===== config.mk =====
export PLATFORM = sky130hd
export DESIGN_NAME = cmul32
export DESIGN_NICKNAME = d
export VERILOG_FILES = /design/src/rtl/cmul32_pkg.sv /design/src/rtl/cmul32_ref_sync.sv /design/src/rtl/cmul32_osc.sv /design/src/rtl/cmul32_pfd.sv /design/src/rtl/cmul32_loop.sv /design/src/rtl/cmul32.sv
export SDC_FILE = /design/constraint.sdc
export NUM_CORES = 1
export LEC_CHECK = 0
export CORE_ASPECT_RATIO = 1.75
export CORE_MARGIN = 3
export CORE_UTILIZATION = 45
export DETAILED_ROUTE_END_ITERATION = 8
export SYNTH_ARGS = -nofsm -noshare
export SYNTH_HDL_FRONTEND = slang
export SYNTH_SLANG_ARGS = --single-unit

===== constraint.sdc =====
create_clock -name clk -period 12.8 [get_ports clk]
set_input_delay 1.92 -clock clk [delete_from_list [all_inputs] [get_ports clk]]
set_output_delay 1.92 -clock clk [all_outputs]
set_load 0.01 [all_outputs]

===== src/rtl/cmul32_pkg.sv =====
package cmul32_pkg;

  // Width of a signed phase-error sample, in system cycles.
  localparam int ERR_W      = 16;
  // Guard bits added above the accumulator width for filter arithmetic.
  localparam int FILT_GUARD = 8;
  // Width of the gain selector.
  localparam int GAIN_W     = 2;

  typedef struct packed {
    logic                    vld;
    logic signed [ERR_W-1:0] val;
  } perr_t;

  // Phase step that makes an acc_w-bit accumulator toggle at f_hz.
  function automatic logic [63:0] hz_to_inc(longint unsigned f_hz,
                                            longint unsigned sys_hz,
                                            int unsigned     acc_w);
    return (64'(f_hz) << acc_w) / 64'(sys_hz);
  endfunction

endpackage


===== src/rtl/cmul32_ref_sync.sv =====
module cmul32_ref_sync #(
  parameter int STAGES = 2
) (
  input  logic clk,
  input  logic rst_n,
  input  logic async_in,
  output logic rise
);

  // pipe[STAGES-1] is the synchronized level; pipe[STAGES] is its prior value.
  logic [STAGES:0] pipe;

  always_ff @(posedge clk) begin
    if (!rst_n) pipe <= '0;
    else        pipe <= {pipe[STAGES-1:0], async_in};
  end

  assign rise = pipe[STAGES-1] & ~pipe[STAGES];

endmodule


===== src/rtl/cmul32_osc.sv =====
module cmul32_osc #(
  parameter int ACC_W = 32,
  parameter int DIV_W = 5
) (
  input  logic             clk,
  input  logic             rst_n,
  input  logic [ACC_W-1:0] inc,
  output logic             out_clk,
  output logic             out_tick,
  output logic             fb_pulse
);

  localparam int MSB = ACC_W - 1;

  logic [ACC_W-1:0] acc_q;
  logic             msb_q;
  logic [DIV_W-1:0] div_q;

  assign out_clk  = acc_q[MSB];
  assign out_tick = acc_q[MSB] & ~msb_q;
  // Divider carry: the tick that wraps the counter from all-ones to zero.
  assign fb_pulse = out_tick & (&div_q);

  always_ff @(posedge clk) begin
    if (!rst_n) begin
      acc_q <= '0;
      msb_q <= 1'b0;
      div_q <= '0;
    end else begin
      acc_q <= acc_q + inc;
      msb_q <= acc_q[MSB];
      if (out_tick) div_q <= div_q + 1'b1;
    end
  end

endmodule


===== src/rtl/cmul32_pfd.sv =====
module cmul32_pfd
  import cmul32_pkg::*;
(
  input  logic  clk,
  input  logic  rst_n,
  input  logic  ref_rise,
  input  logic  fb_pulse,
  output perr_t err
);

  localparam int CNT_W = ERR_W - 1;

  logic             up_q, dn_q;
  logic [CNT_W-1:0] cnt_q, cnt_step;
  logic signed [ERR_W-1:0] lead_pos, lead_neg;
  logic             vld_q;
  logic signed [ERR_W-1:0] val_q;

  // Width counter saturates instead of wrapping, so a large frequency
  // gap reads as a large error rather than a small one.
  assign cnt_step = (&cnt_q) ? cnt_q : cnt_q + 1'b1;
  assign lead_pos = $signed({1'b0, cnt_q});
  assign lead_neg = -lead_pos;

  always_ff @(posedge clk) begin
    if (!rst_n) begin
      up_q  <= 1'b0;
      dn_q  <= 1'b0;
      cnt_q <= '0;
      vld_q <= 1'b0;
      val_q <= '0;
    end else begin
      vld_q <= 1'b0;
      unique case ({ref_rise, fb_pulse})
        2'b11: begin
          vld_q <= 1'b1;
          val_q <= up_q ? lead_pos : (dn_q ? lead_neg : '0);
          up_q  <= 1'b0;
          dn_q  <= 1'b0;
          cnt_q <= '0;
        end
        2'b10: begin
          if (dn_q) begin
            vld_q <= 1'b1;
            val_q <= lead_neg;
            dn_q  <= 1'b0;
            cnt_q <= '0;
          end else begin
            up_q  <= 1'b1;
            cnt_q <= up_q ? cnt_step : '0;
          end
        end
        2'b01: begin
          if (up_q) begin
            vld_q <= 1'b1;
            val_q <= lead_pos;
            up_q  <= 1'b0;
            cnt_q <= '0;
          end else begin
            dn_q  <= 1'b1;
            cnt_q <= dn_q ? cnt_step : '0;
          end
        end
        default: begin
          if (up_q || dn_q) cnt_q <= cnt_step;
        end
      endcase
    end
  end

  assign err.vld = vld_q;
  assign err.val = val_q;

endmodule


===== src/rtl/cmul32_loop.sv =====
module cmul32_loop
  import cmul32_pkg::*;
#(
  parameter int ACC_W    = 32,
  parameter int F_SYS_HZ = 50_000_000,
  parameter int F_MIN_HZ = 1_200_000,
  parameter int F_CTR_HZ = 1_400_000,
  parameter int F_MAX_HZ = 1_700_000,
  parameter int KP_BASE  = 15,
  parameter int KI_BASE  = 12,
  parameter int LOCK_THR = 4,
  parameter int LOCK_N   = 16
) (
  input  logic                                clk,
  input  logic                                rst_n,
  input  perr_t                               err,
  input  logic [GAIN_W-1:0]                   gain_sel,
  output logic [ACC_W-1:0]                    inc,
  output logic signed [ACC_W+FILT_GUARD-1:0]  integ,
  output logic                                locked
);

  localparam int W    = ACC_W + FILT_GUARD;
  localparam int LCW  = $clog2(LOCK_N);
  localparam int SH_W = 5;

  localparam logic [63:0] MIN_L  = hz_to_inc(F_MIN_HZ, F_SYS_HZ, ACC_W);
  localparam logic [63:0] CTR_L  = hz_to_inc(F_CTR_HZ, F_SYS_HZ, ACC_W);
  localparam logic [63:0] MAX_L  = hz_to_inc(F_MAX_HZ, F_SYS_HZ, ACC_W);
  localparam logic [63:0] SPAN_L = MAX_L - MIN_L;

  localparam logic signed [W-1:0] MIN_S  = $signed(W'(MIN_L));
  localparam logic signed [W-1:0] CTR_S  = $signed(W'(CTR_L));
  localparam logic signed [W-1:0] MAX_S  = $signed(W'(MAX_L));
  localparam logic signed [W-1:0] LIM_S  = $signed(W'(SPAN_L));
  localparam logic signed [W-1:0] THR_S  = $signed(W'(LOCK_THR));
  localparam logic [ACC_W-1:0]    CTR_U  = CTR_L[ACC_W-1:0];

  logic [SH_W-1:0]      kp_sh, ki_sh;
  logic signed [W-1:0]  e_w, p_term, i_step, i_sum, i_next, raw;
  logic [ACC_W-1:0]     inc_next, inc_q;
  logic signed [W-1:0]  integ_q;
  logic [LCW-1:0]       good_cnt;
  logic                 small_err, lock_q;

  // Gain decode: a larger setting shifts less, giving a slower loop.
  assign kp_sh = SH_W'(KP_BASE) - {{(SH_W-GAIN_W){1'b0}}, gain_sel};
  assign ki_sh = SH_W'(KI_BASE) - {{(SH_W-GAIN_W-1){1'b0}}, gain_sel, 1'b0};

  assign e_w    = {{(W-ERR_W){err.val[ERR_W-1]}}, err.val};
  assign p_term = e_w <<< kp_sh;
  assign i_step = e_w <<< ki_sh;
  assign i_sum  = integ_q + i_step;

  // Saturating integrator.
  always_comb begin
    if (i_sum > LIM_S)       i_next = LIM_S;
    else if (i_sum < -LIM_S) i_next = -LIM_S;
    else                     i_next = i_sum;
  end

  assign raw = CTR_S + p_term + i_next;

  // Clamp the step to the allowed output-frequency window.
  always_comb begin
    if (raw > MAX_S)      inc_next = MAX_L[ACC_W-1:0];
    else if (raw < MIN_S) inc_next = MIN_L[ACC_W-1:0];
    else                  inc_next = raw[ACC_W-1:0];
  end

  assign small_err = (e_w <= THR_S) && (e_w >= -THR_S);

  always_ff @(posedge clk) begin
    if (!rst_n) begin
      inc_q    <= CTR_U;
      integ_q  <= '0;
      good_cnt <= '0;
      lock_q   <= 1'b0;
    end else if (err.vld) begin
      inc_q   <= inc_next;
      integ_q <= i_next;
      if (small_err) begin
        if (!lock_q) begin
          if (good_cnt == LCW'(LOCK_N - 1)) lock_q   <= 1'b1;
          else                              good_cnt <= good_cnt + 1'b1;
        end
      end else begin
        good_cnt <= '0;
        lock_q   <= 1'b0;
      end
    end
  end

  assign inc    = inc_q;
  assign integ  = integ_q;
  assign locked = lock_q;

endmodule


===== src/rtl/cmul32.sv =====
module cmul32
  import cmul32_pkg::*;
#(
  parameter int ACC_W       = 32,
  parameter int DIV_W       = 5,
  parameter int SYNC_STAGES = 2,
  parameter int F_SYS_HZ    = 50_000_000,
  parameter int F_MIN_HZ    = 1_200_000,
  parameter int F_CTR_HZ    = 1_400_000,
  parameter int F_MAX_HZ    = 1_700_000,
  parameter int KP_BASE     = 15,
  parameter int KI_BASE     = 12,
  parameter int LOCK_THR    = 4,
  parameter int LOCK_N      = 16
) (
  input  logic              clk,
  input  logic              rst_n,
  input  logic              ref_in,
  input  logic [GAIN_W-1:0] gain_sel,
  output logic              out_clk,
  output logic              out_tick,
  output logic              locked
);

  localparam int W = ACC_W + FILT_GUARD;

  logic                ref_rise;
  logic                fb_pulse;
  perr_t               pfd_err;
  logic [ACC_W-1:0]    inc_w;
  logic signed [W-1:0] integ_w;

  cmul32_ref_sync #(.STAGES(SYNC_STAGES)) u_sync (
    .clk      (clk),
    .rst_n    (rst_n),
    .async_in (ref_in),
    .rise     (ref_rise)
  );

  cmul32_osc #(.ACC_W(ACC_W), .DIV_W(DIV_W)) u_osc (
    .clk      (clk),
    .rst_n    (rst_n),
    .inc      (inc_w),
    .out_clk  (out_clk),
    .out_tick (out_tick),
    .fb_pulse (fb_pulse)
  );

  cmul32_pfd u_pfd (
    .clk      (clk),
    .rst_n    (rst_n),
    .ref_rise (ref_rise),
    .fb_pulse (fb_pulse),
    .err      (pfd_err)
  );

  cmul32_loop #(
    .ACC_W    (ACC_W),
    .F_SYS_HZ (F_SYS_HZ),
    .F_MIN_HZ (F_MIN_HZ),
    .F_CTR_HZ (F_CTR_HZ),
    .F_MAX_HZ (F_MAX_HZ),
    .KP_BASE  (KP_BASE),
    .KI_BASE  (KI_BASE),
    .LOCK_THR (LOCK_THR),
    .LOCK_N   (LOCK_N)
  ) u_loop (
    .clk      (clk),
    .rst_n    (rst_n),
    .err      (pfd_err),
    .gain_sel (gain_sel),
    .inc      (inc_w),
    .integ    (integ_w),
    .locked   (locked)
  );

endmodule


## Yosys cells after proc, flatten, opt, wreduce, memory -nomap -nowiden

Cells that the tools add are included.

- Register bits after elaboration: 152
- Output and inout bits: 3
- Logic and storage cells: 89
- Input bits: 5

- Shifts and indexed selects: 2
- Eq/ne operators: 10
- Reductions and logical operators: 14
- Magnitude comparators: 6
- Bitwise operators: 5
- $add $sub $neg: 10
- Multiplexer cells: 29

Operators with widths:

| cell | count |
|---|---|
| 15-bit 2-to-1 mux | 6 |
| 40-bit adder | 2 |
| 40-bit 2-to-1 mux | 2 |
| 16-bit by 5-bit <<< shifter with 40-bit output | 2 |
| 16-bit 2-to-1 mux | 4 |
| 32-bit 2-to-1 mux | 2 |
| 16-bit case mux with 3 select lines | 1 |
| 15-bit case mux with 3 select lines | 1 |
| 28-bit by 40-bit adder with 40-bit output, first input constant | 1 |
| 40-bit by 27-bit > comparator with 1-bit output, second input constant | 1 |
| 40-bit by 29-bit > comparator with 1-bit output, second input constant | 1 |
| 40-bit by 27-bit less-than comparator with 1-bit output, second input constant | 1 |
| 40-bit by 28-bit less-than comparator with 1-bit output, second input constant | 1 |
| 32-bit adder | 1 |
| 16-bit by 3-bit >= comparator with 1-bit output, second input constant | 1 |
| 16-bit by 4-bit less-or-equal comparator with 1-bit output, second input constant | 1 |
| 15-bit negator with 16-bit output | 1 |
| 15-bit by 1-bit adder with 15-bit output, second input constant | 1 |
| 15-bit AND reduction | 1 |
| 4-bit 2-to-1 mux | 3 |
| 2-bit inequality test, second input constant | 4 |
| 1-bit 2-to-1 mux | 7 |
| 3-bit AND reduction | 2 |
| 5-bit by 1-bit adder with 5-bit output, second input constant | 1 |
| other kinds (19) | 28 |

## Depth between registers and ports, before layout

- Depth after elaboration: 10
- Gate-level depth with buffers: 45
- Gate-level depth less buffers: 37

## By module

Synthesis repeated with hierarchy kept, for this count alone.

- Cells, all modules: 2028
- Area, all modules: 15247.1 µm²

Modules (own cells, without submodules):

| module | times used | area each (µm²) | cells each | sequential area each (µm²) |
|---|---|---|---|---|
| cmul32_loop | 1 | 10344.9 | 1421 | 1541.5 |
| cmul32_osc | 1 | 2803.9 | 349 | 760.7 |
| cmul32_pfd | 1 | 2005.7 | 251 | 680.7 |
| cmul32_ref_sync | 1 | 92.6 | 7 | 60.1 |

## Worst setup path after synthesis

No wires, ideal clock.

- Path kind: input-to-reg
- From: input port gain_sel[0]
- To: register u_loop.inc_q[4], in the netlist u_loop.inc[4]
- Cell stages on the path: 39
- Library setup time: 132 ps
- Path buffers: 7
- Data required time: 12668 ps
- Path slack: 1897 ps
- Arrival: 10771 ps
- Path through: buf_1 clkbuf_1 nand2_1 nor2_1 mux2_2 ha_1 clkbuf_1 a211oi_2 o21bai_1 a221o_1 a21o_1 or3_4 a211oi_2 o2111ai_1 nor4b_1 nand2b_1 clkbuf_1 buf_1 [3 not listed] ha_1 clkbuf_1 a21oi_1 o21bai_1 a21oi_1 o21ai_0 a21o_1 a221o_1 a21oi_1 a21boi_1 mux2_2 a221o_1 or4_1 nor2_1 a21boi_0 clkbuf_1 a221oi_1 nor3_1

- Longest elaborated chain between the ends: 10
- Elaborated cells on any way between the ends: 15
- Classes of those cells: add/sub (5); order compare (4); shift (2); mux (4)

RTL lines:

| what | RTL line | text |
|---|---|---|
| start, declared | cmul32.sv:19 | `input logic [GAIN_W-1:0] gain_sel,` |
| 4-bit by 3-bit subtractor with 5-bit output | cmul32_loop.sv:48 | `assign ki_sh = SH_W'(KI_BASE) - {{(SH_W-GAIN_W-1){1'b0}}, gain_sel, 1'b0};` |
| 16-bit by 5-bit <<< shifter with 40-bit output | cmul32_loop.sv:52 | `assign i_step = e_w <<< ki_sh;` |
| 40-bit adder | cmul32_loop.sv:53 | `assign i_sum = integ_q + i_step;` |
| 40-bit by 27-bit less-than comparator with 1-bit output | cmul32_loop.sv:58 | `else if (i_sum < -LIM_S) i_next = -LIM_S;` |
| 40-bit 2-to-1 mux | cmul32_loop.sv:58 |  |
| 40-bit 2-to-1 mux | cmul32_loop.sv:57 | `if (i_sum > LIM_S) i_next = LIM_S;` |
| 40-bit adder (*) | cmul32_loop.sv:62 | `assign raw = CTR_S + p_term + i_next;` |
| 40-bit by 28-bit less-than comparator with 1-bit output | cmul32_loop.sv:67 | `else if (raw < MIN_S) inc_next = MIN_L[ACC_W-1:0];` |
| 32-bit 2-to-1 mux | cmul32_loop.sv:67 |  |
| 32-bit 2-to-1 mux (*) | cmul32_loop.sv:66 | `if (raw > MAX_S) inc_next = MAX_L[ACC_W-1:0];` |
| end signal, assigned | cmul32_loop.sv:80 | `inc_q <= inc_next;` |
| end, declared | cmul32_loop.sv:41 | `logic [ACC_W-1:0] inc_next, inc_q;` |

Every way passes the cells marked *; elsewhere a longest branch is shown, timed or not.
A chain may end at the register's enable or synchronous reset.

## Worst setup path after layout

- From: input port gain_sel[1]
- To: register u_loop.inc_q[13], in the netlist u_loop.inc[13]

- Longest elaborated chain between the ends: 10
- Elaborated cells on any way between the ends: 15
- Classes of those cells: add/sub (5); order compare (4); shift (2); mux (4)

RTL lines:

| what | RTL line | text |
|---|---|---|
| 4-bit by 3-bit subtractor with 5-bit output (*) | cmul32_loop.sv:48 |  |
| 16-bit by 5-bit <<< shifter with 40-bit output (*) | cmul32_loop.sv:52 |  |
| 40-bit adder (*) | cmul32_loop.sv:53 |  |
| 40-bit by 27-bit less-than comparator with 1-bit output | cmul32_loop.sv:58 |  |
| 40-bit 2-to-1 mux | cmul32_loop.sv:58 |  |
| 40-bit 2-to-1 mux (*) | cmul32_loop.sv:57 |  |
| via u_loop.i_next[18] | cmul32_loop.sv:40 | `logic signed [W-1:0] e_w, p_term, i_step, i_sum, i_next, raw;` |
| 40-bit adder (*) | cmul32_loop.sv:62 |  |
| 40-bit by 28-bit less-than comparator with 1-bit output | cmul32_loop.sv:67 |  |
| 32-bit 2-to-1 mux | cmul32_loop.sv:67 |  |
| 32-bit 2-to-1 mux (*) | cmul32_loop.sv:66 |  |

The timed path passes the listed nets; every way through them passes the cells marked *.

==> results.sh <==
export IMPL_final_cell_mix="nor2_1, dfxtp_1, a21oi_1"
export IMPL_clock_path_buffers=2
export IMPL_tightest_slew_ns=0.999
export IMPL_cts_root_buf="clkbuf_16"
export IMPL_max_vdd_ir_drop_mv=0.112
export IMPL_clk_pin_slew_worst_paths_ns=0.07
export IMPL_ys_types=95
export IMPL_die_area_um2=34200
export IMPL_hpwl_um=37800
export IMPL_ant_nets=0
export IMPL_core_um2=31500
export IMPL_syn_area_per_cell_um2=7.56
export IMPL_synth_area_leaders="dfxtp_1, ha_1, nor2_1"
export IMPL_via_per_inst=6.20
export IMPL_fin_crit_sh=0.941
export IMPL_nets=2007
export IMPL_setup_tns_ns=0
export IMPL_drt_pass1_iter_count=5
export IMPL_clock_latency_ns=0.46
export IMPL_area_growth_pct=6.99
export IMPL_status="finished clean"
export IMPL_synth_fp_nets=2048
export IMPL_drv_slew=0
export IMPL_ys_ff_latch=152
export IMPL_synth_yosys_warnings=0
export IMPL_fp_dieW_um=141
export IMPL_multiInputGateArea_um2=10600
export IMPL_fillers=3215
export IMPL_start_util=0.456
export IMPL_synth_top_area_share=0.212
export IMPL_routedWlPerCell_um=21.2
export IMPL_setup_viol=0
export IMPL_grt_pass1_wl_um=75100
export IMPL_cts_sinks=152
export IMPL_htreeDepth=4
export IMPL_synthesis_area_um2=14400
export IMPL_power_density_nw_per_um2=101
export IMPL_crit_type="in -> reg"
export IMPL_synth_top_area_cell="dfxtp_1"
export IMPL_grt_max_degree=82
export IMPL_grt_overflow=0
export IMPL_hold_ws_ns=0.448
export IMPL_dr_total_vias=14100
export IMPL_synth_edf_count=0
export IMPL_relSlewSlack=0.334
export IMPL_grt_usage=0.278
export IMPL_ios=8
export IMPL_mostFrequentLayoutCell="nor2_1"
export IMPL_drt_iter0_markers=852
export IMPL_drc_errors=0
export IMPL_rows=86
export IMPL_antenna_cells=0
export IMPL_grt_pass1_vias=14000
export IMPL_io_buffers=7
export IMPL_ys_seq_area_frac=0.212
export IMPL_crit_path_end_kind="flip-flop"
export IMPL_netlist_instances=1901
export IMPL_ys_flop_type="dfxtp_1"
export IMPL_cts_hold_buffers=0
export IMPL_crit_path_start_kind="primary input"
export IMPL_dieHeight_um=242
export IMPL_finalHoldViolCount=0
export IMPL_cpMaxStageDelayCell="nor4b_1"
export IMPL_grt_antenna_before_repair=0
export IMPL_worstPathArrival_ns=12.39
export IMPL_required_ns=13.13
export IMPL_rsz0062_at_grt="false"
export IMPL_dp_cells=2237
export IMPL_layout_drive_gt1_share=0.0747
export IMPL_crit_fanout=13
export IMPL_cts_tree="done"
export IMPL_fin_crit_ns=12.05
export IMPL_cts_buffers=17
export IMPL_cap_violations=0
export IMPL_routed_wl_um=48100
export IMPL_gp_routability_congestion=1.06
export IMPL_slowest_delay_ns=0.80
export IMPL_final_cells=2269
export IMPL_regArea_um2=3040
export IMPL_fmax_mhz=83.0
export IMPL_hp_class="reg -> reg"
export IMPL_finClkSkew_ns=0.0155
export IMPL_ys_async_sr_fraction=0
export IMPL_leakagePower_nw=6.87
## Yosys cell counts (13+ instances only)
cell type    n
ha_1       139
nand4_1     27
nor2_1     208
xor2_1      45
o211ai_1    20
a31oi_1     24
nor3_1      56
nor4_1      13
a21oi_1    146
or3_1       31
nor2b_1     21
or2_2       16
mux2i_1     47
clkbuf_1    79
dfxtp_1    152
a221o_1     13
nand3_1     40
a21o_1      49
o21ai_0    116
nand2_1    141
and3_1      36
nand2b_1    23
inv_1       95
o21a_1      18
a211oi_1    30
and2_1      31
mux2_2      16
xnor2_1     42
o22ai_1     14
## sequential cells by signal, summed over array words and instances, names as in the netlist
name and flops:
u_loop.integ 40, u_loop.inc 32, u_osc.acc_q 32, u_pfd.val_q 16, u_pfd.cnt_q 15, u_osc.div_q 5
u_loop.good_cnt 4, u_sync.pipe 3, u_loop.locked 1, u_osc.msb_q 1, u_pfd.dn_q 1, u_pfd.up_q 1
u_pfd.vld_q 1
## where the power goes
part / total [W] / switching [W] / internal, W / leakage, nW
combinational: 0.000519 / 0.000335 / 0.000184 / 5.34
clock: 0.000528 / 0.000244 / 0.000284 / 0.294
sequential: 0.000499 / 0.0000112 / 0.000488 / 1.23
total: 0.00155 / 0.000590 / 0.000957 / 6.87
## final cells by class
cell class | count | share of cell area
clock buffer | 19 | 0.0295
clock inverter | 13 | 0.00871
inverter | 98 | 0.0239
multi-input combinational | 1553 | 0.688
sequential | 152 | 0.198
tap | 396 | 0.0322
timing repair buffer | 38 | 0.0194
## metal layers
metal  routed length (µm)  part of all wire  GRT usage  up-vias
met5                    0                 0          0        -
met2                25100              0.52      0.507      423
met4                 4530             0.094      0.228        0
met3                 1740             0.036     0.0448      220
li1                     -                 -          -     6882
met1                16800              0.35      0.269     6544
## cell families after synthesis
group	Yosys count	synth area share
compound gates	563	0.261
xor+xnor	87	0.0530
fa+ha+maj	142	0.125
buf+inv	196	0.0526
flops	152	0.212
mux	72	0.0594
simple gates	689	0.237
## worst paths after layout
check	start	endpoint	slack [ns]	cells past startpoint
max	gain_sel[1]	u_loop.inc[13]$_SDFFE_PN0P_	0.75	34
min	u_sync.pipe[0]$_SDFF_PN0_	u_sync.pipe[1]$_SDFF_PN0_	0.45	1
max reg2reg	u_pfd.val_q[7]$_SDFFE_PN0P_	u_loop.inc[13]$_SDFFE_PN0P_	2.56	32
min reg2reg	u_sync.pipe[0]$_SDFF_PN0_	u_sync.pipe[1]$_SDFF_PN0_	0.45	1
## timing repair
action,in CTS,in global routing
endpoints found under the setup margin,0,1
buffers inserted,0,0
gates resized for setup,0,1
hold endpoints to repair,0,0
## per-stage QoR
stage / setup WS (ns) / util / instance area, µm² / total power [W]
6_report: 0.749 / 0.488 / 15400 / 0.00155
5_1_grt: 0.173 / 0.488 / 15400 / 0.00163
3_3_place_gp: 0.341 / 0.469 / 14800 / 0.00101
4_1_cts: 0.871 / 0.488 / 15400 / 0.00155
3_5_place_dp: 0.424 / 0.469 / 14800 / 0.00102
2_1_floorplan: 1.90 / - / 14400 / 0.000877
## critical path: cells and delay by family
family / cells / cell delay (ns)
AO/OA/AOI/OAI: 18 / 4.21
AND/OR/NAND/NOR: 7 / 2.71
adder cells (fa/ha/maj): 4 / 1.41
buffers and inverters: 2 / 0.80
multiplexers: 2 / 0.79
XOR/XNOR: 1 / 0.53
Note: power is estimated with default switching activity, not from simulation.
